[src/rtl/pmr_pkg.sv]
package pmr_pkg;
   localparam logic [3:0] CMD_MR  = 4'b0110;
   localparam logic [3:0] CMD_MRL = 4'b1110;
   localparam logic [3:0] CMD_MRM = 4'b1100;
   localparam logic [3:0] CMD_IOR = 4'b0010;
   localparam logic [3:0] CMD_CFR = 4'b1010;

   localparam logic [1:0] SP_IO  = 2'b01;
   localparam logic [1:0] SP_CFG = 2'b10;

   localparam logic [2:0] TC_DONE   = 3'd0;
   localparam logic [2:0] TC_LAT    = 3'd1;
   localparam logic [2:0] TC_DISC   = 3'd2;
   localparam logic [2:0] TC_RETRY  = 3'd3;
   localparam logic [2:0] TC_TABORT = 3'd4;
   localparam logic [2:0] TC_MABORT = 3'd5;

   typedef enum logic [1:0] {
      ST_IDLE  = 2'd0,
      ST_ISSUE = 2'd1,
      ST_XFER  = 2'd2,
      ST_DUMMY = 2'd3
   } seq_st_e;
endpackage

[src/rtl/pmr_cmd_sel.sv]
module pmr_cmd_sel
   import pmr_pkg::*;
#(
   parameter int ADDR_W = 32,
   parameter int LEN_W  = 8,
   parameter int DATA_W = 32
) (
   input  logic [1:0]        space,
   input  logic [ADDR_W-1:0] addr,
   input  logic [LEN_W-1:0]  beats,
   input  logic [7:0]        cls,
   output logic [3:0]        cmd
);
   localparam int SPAN_W = LEN_W + 10;

   logic [7:0]        off_dw;
   logic [SPAN_W-1:0] len_dw;
   logic [SPAN_W-1:0] span_dw;
   logic              crosses;

   generate
      if (ADDR_W < 10) begin : g_bad_addr
         $error("pmr_cmd_sel: ADDR_W must be at least 10");
      end
      if (DATA_W == 64) begin : g_dw64
         assign len_dw = {9'd0, beats, 1'b0};
      end else begin : g_dw32
         assign len_dw = {10'd0, beats};
      end
   endgenerate

   assign off_dw  = addr[9:2] & (cls - 8'd1);
   assign span_dw = {{(SPAN_W-8){1'b0}}, off_dw} + len_dw;
   assign crosses = (cls == 8'd0) || (span_dw > {{(SPAN_W-8){1'b0}}, cls});

   always_comb begin
      if (space == SP_IO)
         cmd = CMD_IOR;
      else if (space == SP_CFG)
         cmd = CMD_CFR;
      else if (beats == LEN_W'(1))
         cmd = CMD_MR;
      else if (crosses)
         cmd = CMD_MRM;
      else
         cmd = CMD_MRL;
   end
endmodule

[src/rtl/pmr_progress.sv]
module pmr_progress #(
   parameter int ADDR_W     = 32,
   parameter int LEN_W      = 8,
   parameter int BEAT_BYTES = 4
) (
   input  logic              clk,
   input  logic              rst_n,
   input  logic              load,
   input  logic [ADDR_W-1:0] ld_addr,
   input  logic [LEN_W-1:0]  ld_beats,
   input  logic              step,
   output logic [ADDR_W-1:0] cur_addr,
   output logic [LEN_W-1:0]  rem,
   output logic [LEN_W-1:0]  rem_after
);
   always_ff @(posedge clk or negedge rst_n) begin
      if (!rst_n) begin
         cur_addr <= '0;
         rem      <= '0;
      end else if (load) begin
         cur_addr <= ld_addr;
         rem      <= ld_beats;
      end else if (step) begin
         cur_addr <= cur_addr + ADDR_W'(BEAT_BYTES);
         rem      <= rem - LEN_W'(1);
      end
   end

   assign rem_after = step ? rem - LEN_W'(1) : rem;

   assert_step_live_R7: assert property (@(posedge clk) disable iff (!rst_n)
      step |-> rem != '0);
   assert_load_excl_R1: assert property (@(posedge clk) disable iff (!rst_n)
      load |-> !step);
endmodule

[src/rtl/pmr_seq_top.sv]
module pmr_seq_top
   import pmr_pkg::*;
#(
   parameter int ADDR_W = 32,
   parameter int LEN_W  = 8,
   parameter int DATA_W = 32
) (
   input  logic              clk,
   input  logic              rst_n,
   input  logic              req_valid,
   output logic              req_ready,
   input  logic [ADDR_W-1:0] req_addr,
   input  logic [LEN_W-1:0]  req_beats,
   input  logic [1:0]        req_space,
   input  logic [7:0]        cls,
   output logic              bus_req,
   input  logic              bus_ack,
   output logic [3:0]        bus_cmd,
   output logic [ADDR_W-1:0] bus_addr,
   output logic [LEN_W-1:0]  bus_count,
   input  logic              bus_rvalid,
   input  logic [DATA_W-1:0] bus_rdata,
   input  logic              bus_term,
   input  logic [2:0]        bus_term_code,
   output logic              rsp_valid,
   output logic [DATA_W-1:0] rsp_data,
   output logic              rsp_err
);
   localparam int BEAT_BYTES = DATA_W / 8;

   generate
      if (!(DATA_W == 32 || DATA_W == 64)) begin : g_bad_data
         $error("pmr_seq_top: DATA_W must be 32 or 64");
      end
      if (LEN_W < 1) begin : g_bad_len
         $error("pmr_seq_top: LEN_W must be positive");
      end
   endgenerate

   seq_st_e          st, st_nx;
   logic [1:0]       space_q;
   logic             load, take, dummy, step;
   logic [LEN_W-1:0] rem, rem_after;

   assign load  = (st == ST_IDLE) && req_valid;
   assign take  = (st == ST_XFER) && bus_rvalid && (rem != '0);
   assign dummy = (st == ST_DUMMY);
   assign step  = take || dummy;

   pmr_progress #(
      .ADDR_W(ADDR_W), .LEN_W(LEN_W), .BEAT_BYTES(BEAT_BYTES)
   ) u_prog (
      .clk(clk), .rst_n(rst_n), .load(load), .ld_addr(req_addr),
      .ld_beats(req_beats), .step(step), .cur_addr(bus_addr),
      .rem(rem), .rem_after(rem_after)
   );

   pmr_cmd_sel #(
      .ADDR_W(ADDR_W), .LEN_W(LEN_W), .DATA_W(DATA_W)
   ) u_cmd (
      .space(space_q), .addr(bus_addr), .beats(rem), .cls(cls), .cmd(bus_cmd)
   );

   always_ff @(posedge clk or negedge rst_n) begin
      if (!rst_n) space_q <= '0;
      else if (load) space_q <= req_space;
   end

   always_comb begin
      st_nx = st;
      unique case (st)
         ST_IDLE:  if (req_valid) st_nx = ST_ISSUE;
         ST_ISSUE: if (bus_ack) st_nx = ST_XFER;
         ST_XFER: begin
            if (bus_term) begin
               if (bus_term_code == TC_DONE || rem_after == '0)
                  st_nx = ST_IDLE;
               else if (bus_term_code == TC_LAT || bus_term_code == TC_DISC ||
                        bus_term_code == TC_RETRY)
                  st_nx = ST_ISSUE;
               else
                  st_nx = ST_DUMMY;
            end
         end
         ST_DUMMY: if (rem == LEN_W'(1)) st_nx = ST_IDLE;
         default:  st_nx = ST_IDLE;
      endcase
   end

   always_ff @(posedge clk or negedge rst_n) begin
      if (!rst_n) st <= ST_IDLE;
      else st <= st_nx;
   end

   assign req_ready = (st == ST_IDLE);
   assign bus_req   = (st == ST_ISSUE);
   assign bus_count = rem;
   assign rsp_valid = step;
   assign rsp_err   = dummy;
   assign rsp_data  = dummy ? {DATA_W{1'b1}} : bus_rdata;

   assert_idle_quiet_R1: assert property (@(posedge clk) disable iff (!rst_n)
      req_ready |-> (!bus_req && !rsp_valid));
   assert_nonzero_len_R1: assert property (@(posedge clk) disable iff (!rst_n)
      (req_valid && req_ready) |-> req_beats != '0);
   assert_legal_cmd_R2: assert property (@(posedge clk) disable iff (!rst_n)
      bus_req |-> (bus_cmd == CMD_MR || bus_cmd == CMD_MRL || bus_cmd == CMD_MRM ||
                   bus_cmd == CMD_IOR || bus_cmd == CMD_CFR));
   assert_hold_req_R6: assert property (@(posedge clk) disable iff (!rst_n)
      (bus_req && !bus_ack) |=> (bus_req && $stable(bus_addr) &&
                                 $stable(bus_count) && $stable(bus_cmd)));
   assert_drop_req_R6: assert property (@(posedge clk) disable iff (!rst_n)
      (bus_req && bus_ack) |=> !bus_req);
   assert_count_live_R10: assert property (@(posedge clk) disable iff (!rst_n)
      bus_req |-> bus_count != '0);
   assert_fwd_beat_R7: assert property (@(posedge clk) disable iff (!rst_n)
      (rsp_valid && !rsp_err) |-> bus_rvalid);
   assert_dummy_excl_R11: assert property (@(posedge clk) disable iff (!rst_n)
      rsp_err |-> (!bus_req && !req_ready && rsp_valid));
endmodule

[config.mk]
export PLATFORM = sky130hd
export DESIGN_NAME = pmr_seq_top
export DESIGN_NICKNAME = d
export VERILOG_FILES = /design/src/rtl/pmr_pkg.sv /design/src/rtl/pmr_cmd_sel.sv /design/src/rtl/pmr_progress.sv /design/src/rtl/pmr_seq_top.sv
export SDC_FILE = /design/constraint.sdc
export NUM_CORES = 1
export LEC_CHECK = 0
export CELL_PAD_IN_SITES_DETAIL_PLACEMENT = 1
export CELL_PAD_IN_SITES_GLOBAL_PLACEMENT = 1
export CORE_UTILIZATION = 29
export CTS_CLUSTER_DIAMETER = 120
export DETAILED_ROUTE_END_ITERATION = 16
export PLACE_DENSITY_LB_ADDON = 0.1
export SETUP_SLACK_MARGIN = 0.4
export SLEW_MARGIN = 10
export SYNTH_ARGS = -nofsm -noshare
export SYNTH_HDL_FRONTEND = slang
export SYNTH_SLANG_ARGS = --single-unit
[constraint.sdc]
create_clock -name clk -period 5.2 [get_ports clk]
set_clock_uncertainty 0.05 [all_clocks]
set_input_delay 1.04 -clock clk [delete_from_list [all_inputs] [get_ports clk]]
set_output_delay 1.04 -clock clk [all_outputs]
set_load 0.02 [all_outputs]
# After elaboration in Yosys (flattened, before gate mapping)
# Index checks and enable logic that the tools add are counted.
# word_totals
word_cells	54
out_inout_bits	80
register_bits	44
# op_classes
addsub	4
order_cmp	1
muxes	16
eq_ne	13
reduce_logical	15
bitwise_logic	1
# ops
op	count
$mux 32	3
$add 32x3->32 const B	1
$gt 18x8->1	1
$logic_not 8->1	2
$mux 8	2
$sub 8x1->8 const B	2
$mux 2	7
$mux 4	3
$add 8x8->9	1
$and 8x8->8	1
$eq 8x1->1 const B	1
$pmux 2 s4	1
$reduce_bool 8->1	1
$eq 2x2->1 const B	3
$eq 3x2->1 const B	2
$logic_or 1x1->1	5
$eq 2x1->1 const B	2
$ne 2x1->1 const B	2
$ne 2x2->1 const B	2
$reduce_and 4->1	1
$eq 3x1->1 const B	1
$logic_and 1x1->1	3
$logic_not 3->1	1
$logic_not 2->1	1
$reduce_bool 2->1	1

# Logic depth before layout (Yosys ltp)
# logic_depth
ltp_word	10
mapped_depth	16

# Hierarchy
# Synthesis repeated with hierarchy kept, for this count alone.
# unflattened
cells_unflattened	415
hier_area_um2	3555.9
# by_module_without_submodules
module	area_each_um2	cells_each	n_inst
pmr_progress	2278.4	248	1
pmr_cmd_sel	740.7	99	1
pmr_seq_top	536.8	68	1

# Worst setup path before layout
# OpenSTA, ideal clock, no wires.
# synth_path
kind	input to output
start	in cls[0]
end	out bus_cmd[1]
arrival_time_ns	3.406
cell_stages	14
n_path_buf	0
required_time_ns	4.110
path_slack_ns	0.704
path_cell_list	inv_1 ha_1 nor2b_1 ha_1 a21o_1 a21oi_1 o21bai_1 a21oi_1 xnor2_1 ha_1 nand4_1 o221ai_1 o221ai_1 a31o_2
# synth_between
elab_chain_cells	9
# synth_lines
element	line_no	text
from (decl)	pmr_seq_top.sv:15	input logic [7:0] cls,
$sub 8x1->8	pmr_cmd_sel.sv:32	assign off_dw = addr[9:2] & (cls - 8'd1);
$and 8x8->8	pmr_cmd_sel.sv:32	
$add 8x8->9	pmr_cmd_sel.sv:33	assign span_dw = {{(SPAN_W-8){1'b0}}, off_dw} + len_dw;
$gt 18x8->1	pmr_cmd_sel.sv:34	assign crosses = (cls == 8'd0) || (span_dw > {{(SPAN_W-8){1'b0}}, cls});
$logic_or 1x1->1 (*)	pmr_cmd_sel.sv:34	
$mux 2 (*)	pmr_cmd_sel.sv:43	else if (crosses)
$mux 4 (*)	pmr_cmd_sel.sv:41	else if (beats == LEN_W'(1))
$mux 4 (*)	pmr_cmd_sel.sv:39	else if (space == SP_CFG)
$mux 4 (*)	pmr_cmd_sel.sv:37	if (space == SP_IO)
to (decl)	pmr_seq_top.sv:18	output logic [3:0] bus_cmd,
# Every way passes the cells marked *; elsewhere a longest branch is shown, timed or not.

# Worst setup path in the final report
# Ends and elaborated chain as after synthesis.

==> results.txt <==
The portion of the clock cycle consumed by the worst path in the final layout came out at 90.8%. Measured against its own limit, the worst slew margin works out to 29.5%. Across the run, the number of max-cap violations was 0. The worst hold path belongs to the class register to register. The pin count of the biggest net entering global routing is 58. For this run, asynchronously set or reset flops after synthesis account for 100%. The die span in y is 112 um. The H-tree depth came out at 2. The initial antenna violation count is 0. For this run, the leading register cell type out of synthesis is sky130_fd_sc_hd__dfrtp_1. Summed over all cells, the static leakage comes to 2.39 nW. The critical path class is input pin to output port. The synthesized design spends more area on one cell type than any other, namely sky130_fd_sc_hd__dfrtp_1. The peak clock frequency supported by timing is 0.212 GHz. The proportion of layout cells with a drive suffix above 1 is 13.8%. The number of nets handed over by synthesis was 536. The number of nets still failing antenna checks after routing is 0. The placed instances occupy a cell area of 5470 sq um.

Summing over every cut layer, the via total after detailed routing is 3,680. The horizontal extent of the die came out at 112 um. The synthesized area divided by synthesized cell count is 8.35 sq um. The number of global-route vias before repair is 3,985. Adding up every negative setup slack in the final design gives 0 ns. Synthesis instantiated 54 different standard cells from the library. The sum of overflow across all layers after global routing is 0. The number of buffers created by CTS came out at 5.

For this design, the CTS-stage hold fixing added 0 buffers. The flow ran to the end, but the final reports show violations. The power density over the cells came out at 573 nW/um^2. Fill cells in the final layout number 1,373.

After layout, the minimum clock period comes to 4.72 ns. The sequential standard cell area is 1100 sq um. The largest vdd supply drop came out at 217 uV. The number of diodes is 0. The count of pins over their slew limit was 0. The global-route usage over all layers is 20.9%.

The slew of the pin with the lowest slew margin is 1.05 ns. The total iterations of the first detailed-routing run is 10. The number of nets at the end of the flow is 723. The clock slew at the register clock pins of the worst setup and hold paths came out at 0.07 ns. The capture instance of the worst register-to-register path is st[1].

The count of buffers added on input and output ports is 169. Setup repair after global routing could not meet its margin everywhere. The sequential fraction of the synthesis area came out at 31.3%. The data required time of the worst path is 4.11 ns. The final-report hold violation count came to 0. In the layout the commonest cells are sky130_fd_sc_hd__clkdlybuf4s50_1 (161), sky130_fd_sc_hd__nand2_1 (61), sky130_fd_sc_hd__dfrtp_1 (44). The placer congestion estimate is 0.790.

TritonCTS built the clock tree. In this run, synthesis inferred 0 flip-flops with an integrated enable. The area occupied by multi-input gates came out at 2380 sq um. The worst setup path is launched from an input pin. The summed instance area of the synthesized netlist is 3510 sq um. Leaving out fill and tap cells, the most frequent cell in the layout is sky130_fd_sc_hd__clkdlybuf4s50_1. The total number of placement rows came out at 39. The checks that failed: design-rule violations.

The HPWL after detailed placement is 9.83 mm. The number of endpoints failing setup at the final stage is 0. During synthesis, Yosys emitted a total of 0 warnings. The clock sink count is 44. The instance count of the mapped netlist is 421. The initial utilization of the core area, before any placement, comes to 30.3%. The hold-critical path depth is 2. The worst register-to-register path begins at u_prog.rem[0].

The area of the placeable core came out at 11,600 sq um. The number of top-level pins came out at 171. The area share of the leading cell type in the synthesized netlist is 31.3%. The ratio of routed vias to standard cells came out at 4.89.

After detailed routing, the number of remaining DRC violations is 8. No sink is reached through more buffers than the 2 on the longest clock path. The area of all placed cells without fillers is 5820 sq um. The worst path arrival time is 3.63 ns.

Power comes to 3.34 mW. The average wire length per cell after detail routing came out at 17.4 um. The latest clock arrival within the worst-skew pair is 0.29 ns. For this block, the initial DRC count from the detailed router was 123. The count of state elements after synthesis is 44. The reg2reg setup slack is 2.78 ns. The CTS root buffer is sky130_fd_sc_hd__clkbuf_16.

The final wirelength is 13.1 mm. In this run the most critical hold path is launched from u_prog.cur_addr[0]. In the post-synthesis netlist, the biggest area contributors are sky130_fd_sc_hd__dfrtp_1 (31%), sky130_fd_sc_hd__ha_1 (8.2%), sky130_fd_sc_hd__nand2_1 (6.7%), sky130_fd_sc_hd__xor2_1 (6.0%), sky130_fd_sc_hd__nand2b_1 (5.9%). The path with the worst hold slack has its endpoint at u_prog.cur_addr[0].

The first-pass GRT wire length came out at 20.8 mm. The cell depth of the worst flop-to-flop path came out at 8. STA classifies the critical path endpoint as an output port. The die covers 12,600 sq um. The area growth from synthesis to layout is 65.7%.

The largest fanout on the critical path came out at 3.
flip-flops by register name, indices dropped and copies added, names as in the netlist:
register	flops
u_prog.cur_addr	32
u_prog.rem	8
space_q	2
st	2
critical path, cell delays in order:
cell and delay [ns]:
sky130_fd_sc_hd__buf_6 0.10, sky130_fd_sc_hd__buf_6 0.12, sky130_fd_sc_hd__nor3_4 0.17, sky130_fd_sc_hd__buf_6 0.13, sky130_fd_sc_hd__nand2_2 0.06, sky130_fd_sc_hd__xnor2_2 0.13
sky130_fd_sc_hd__and2_4 0.17, sky130_fd_sc_hd__ha_4 0.21, sky130_fd_sc_hd__o21a_1 0.10, sky130_fd_sc_hd__o21a_1 0.18, sky130_fd_sc_hd__o22ai_2 0.18, sky130_fd_sc_hd__xnor2_1 0.15
sky130_fd_sc_hd__ha_2 0.31, sky130_fd_sc_hd__o21a_1 0.11, sky130_fd_sc_hd__o221ai_1 0.14, sky130_fd_sc_hd__a31o_2 0.19, sky130_fd_sc_hd__buf_6 0.11
cell usage after synthesis (11+ instances only):
library cell,number
sky130_fd_sc_hd__ha_1,23
sky130_fd_sc_hd__o21ai_1,17
sky130_fd_sc_hd__nand2_1,63
sky130_fd_sc_hd__xnor2_1,19
sky130_fd_sc_hd__a21oi_1,11
sky130_fd_sc_hd__nor2_1,20
sky130_fd_sc_hd__nand4_1,18
sky130_fd_sc_hd__o21ai_0,24
sky130_fd_sc_hd__dfrtp_1,44
sky130_fd_sc_hd__inv_1,25
sky130_fd_sc_hd__xor2_1,24
sky130_fd_sc_hd__nand2b_1,33
how the worst max path moves through the flow:
stage,from,end,slack (ns),depth (start not counted)
after floorplan,cls[0],bus_cmd[1],0.70,14
after global placement,cls[0],bus_cmd[1],-0.39,16
after detailed placement,cls[0],bus_cmd[1],-0.53,16
after CTS,cls[2],bus_cmd[1],0.40,16
after global routing,cls[1],bus_cmd[1],0.36,16
final,cls[0],bus_cmd[1],0.48,17
where the power goes:
| part | switching (mW) | internal (mW) | leakage (nW) |
|---|---|---|---|
| Clock | 0.143 | 0.241 | 0.0871 |
| Sequential | 0.279 | 0.510 | 0.538 |
| Combinational | 1.13 | 1.04 | 1.77 |
metal layers:
layer	track usage, %	vias up	wire length (um)
met5	0	-	0
met4	5.07	0	209
met3	3.24	14	542
met2	38.6	102	6620
met1	25.3	1750	5690
li1	-	1814	-
metrics by stage:
step | utilization (%) | hold WS [ns] | worst slack, ns | cells
final | 50.2 | 0.438 | 0.477 | 752
after global routing | 50.2 | 0.472 | 0.361 | 752
after CTS | 49.8 | 0.442 | 0.403 | 752
after detailed placement | 47.1 | 0.424 | -0.529 | 739
after global placement | 47.1 | 0.409 | -0.393 | 739
after floorplan | - | 0.487 | 0.704 | 421
kinds of logic after synthesis:
| logic type | synth area share, % |
|---|---|
| AO/OA/AOI/OAI | 14.8 |
| XOR/XNOR | 10.7 |
| adder cells (fa/ha/maj) | 8.76 |
| buffers and inverters | 4.98 |
| flip-flops | 31.3 |
| multiplexers | 0.926 |
| other | 0.107 |
| AND/OR/NAND/NOR | 28.3 |
layout make-up:
type | instances | share of cell area (%)
multi-input combinational | 335 | 40.8
timing repair buffer | 196 | 32.5
sequential | 44 | 18.9
tap | 143 | 3.07
clock buffer | 6 | 2.38
inverter | 26 | 1.72
clock inverter | 2 | 0.666
repair_timing:
action                                  in CTS  in global routing
endpoints found under the setup margin       1                  1
pin swaps                                   21                 16
gates resized for setup                     43                 19
setup buffers                                5                  0
(Power assumes the default switching activity.)
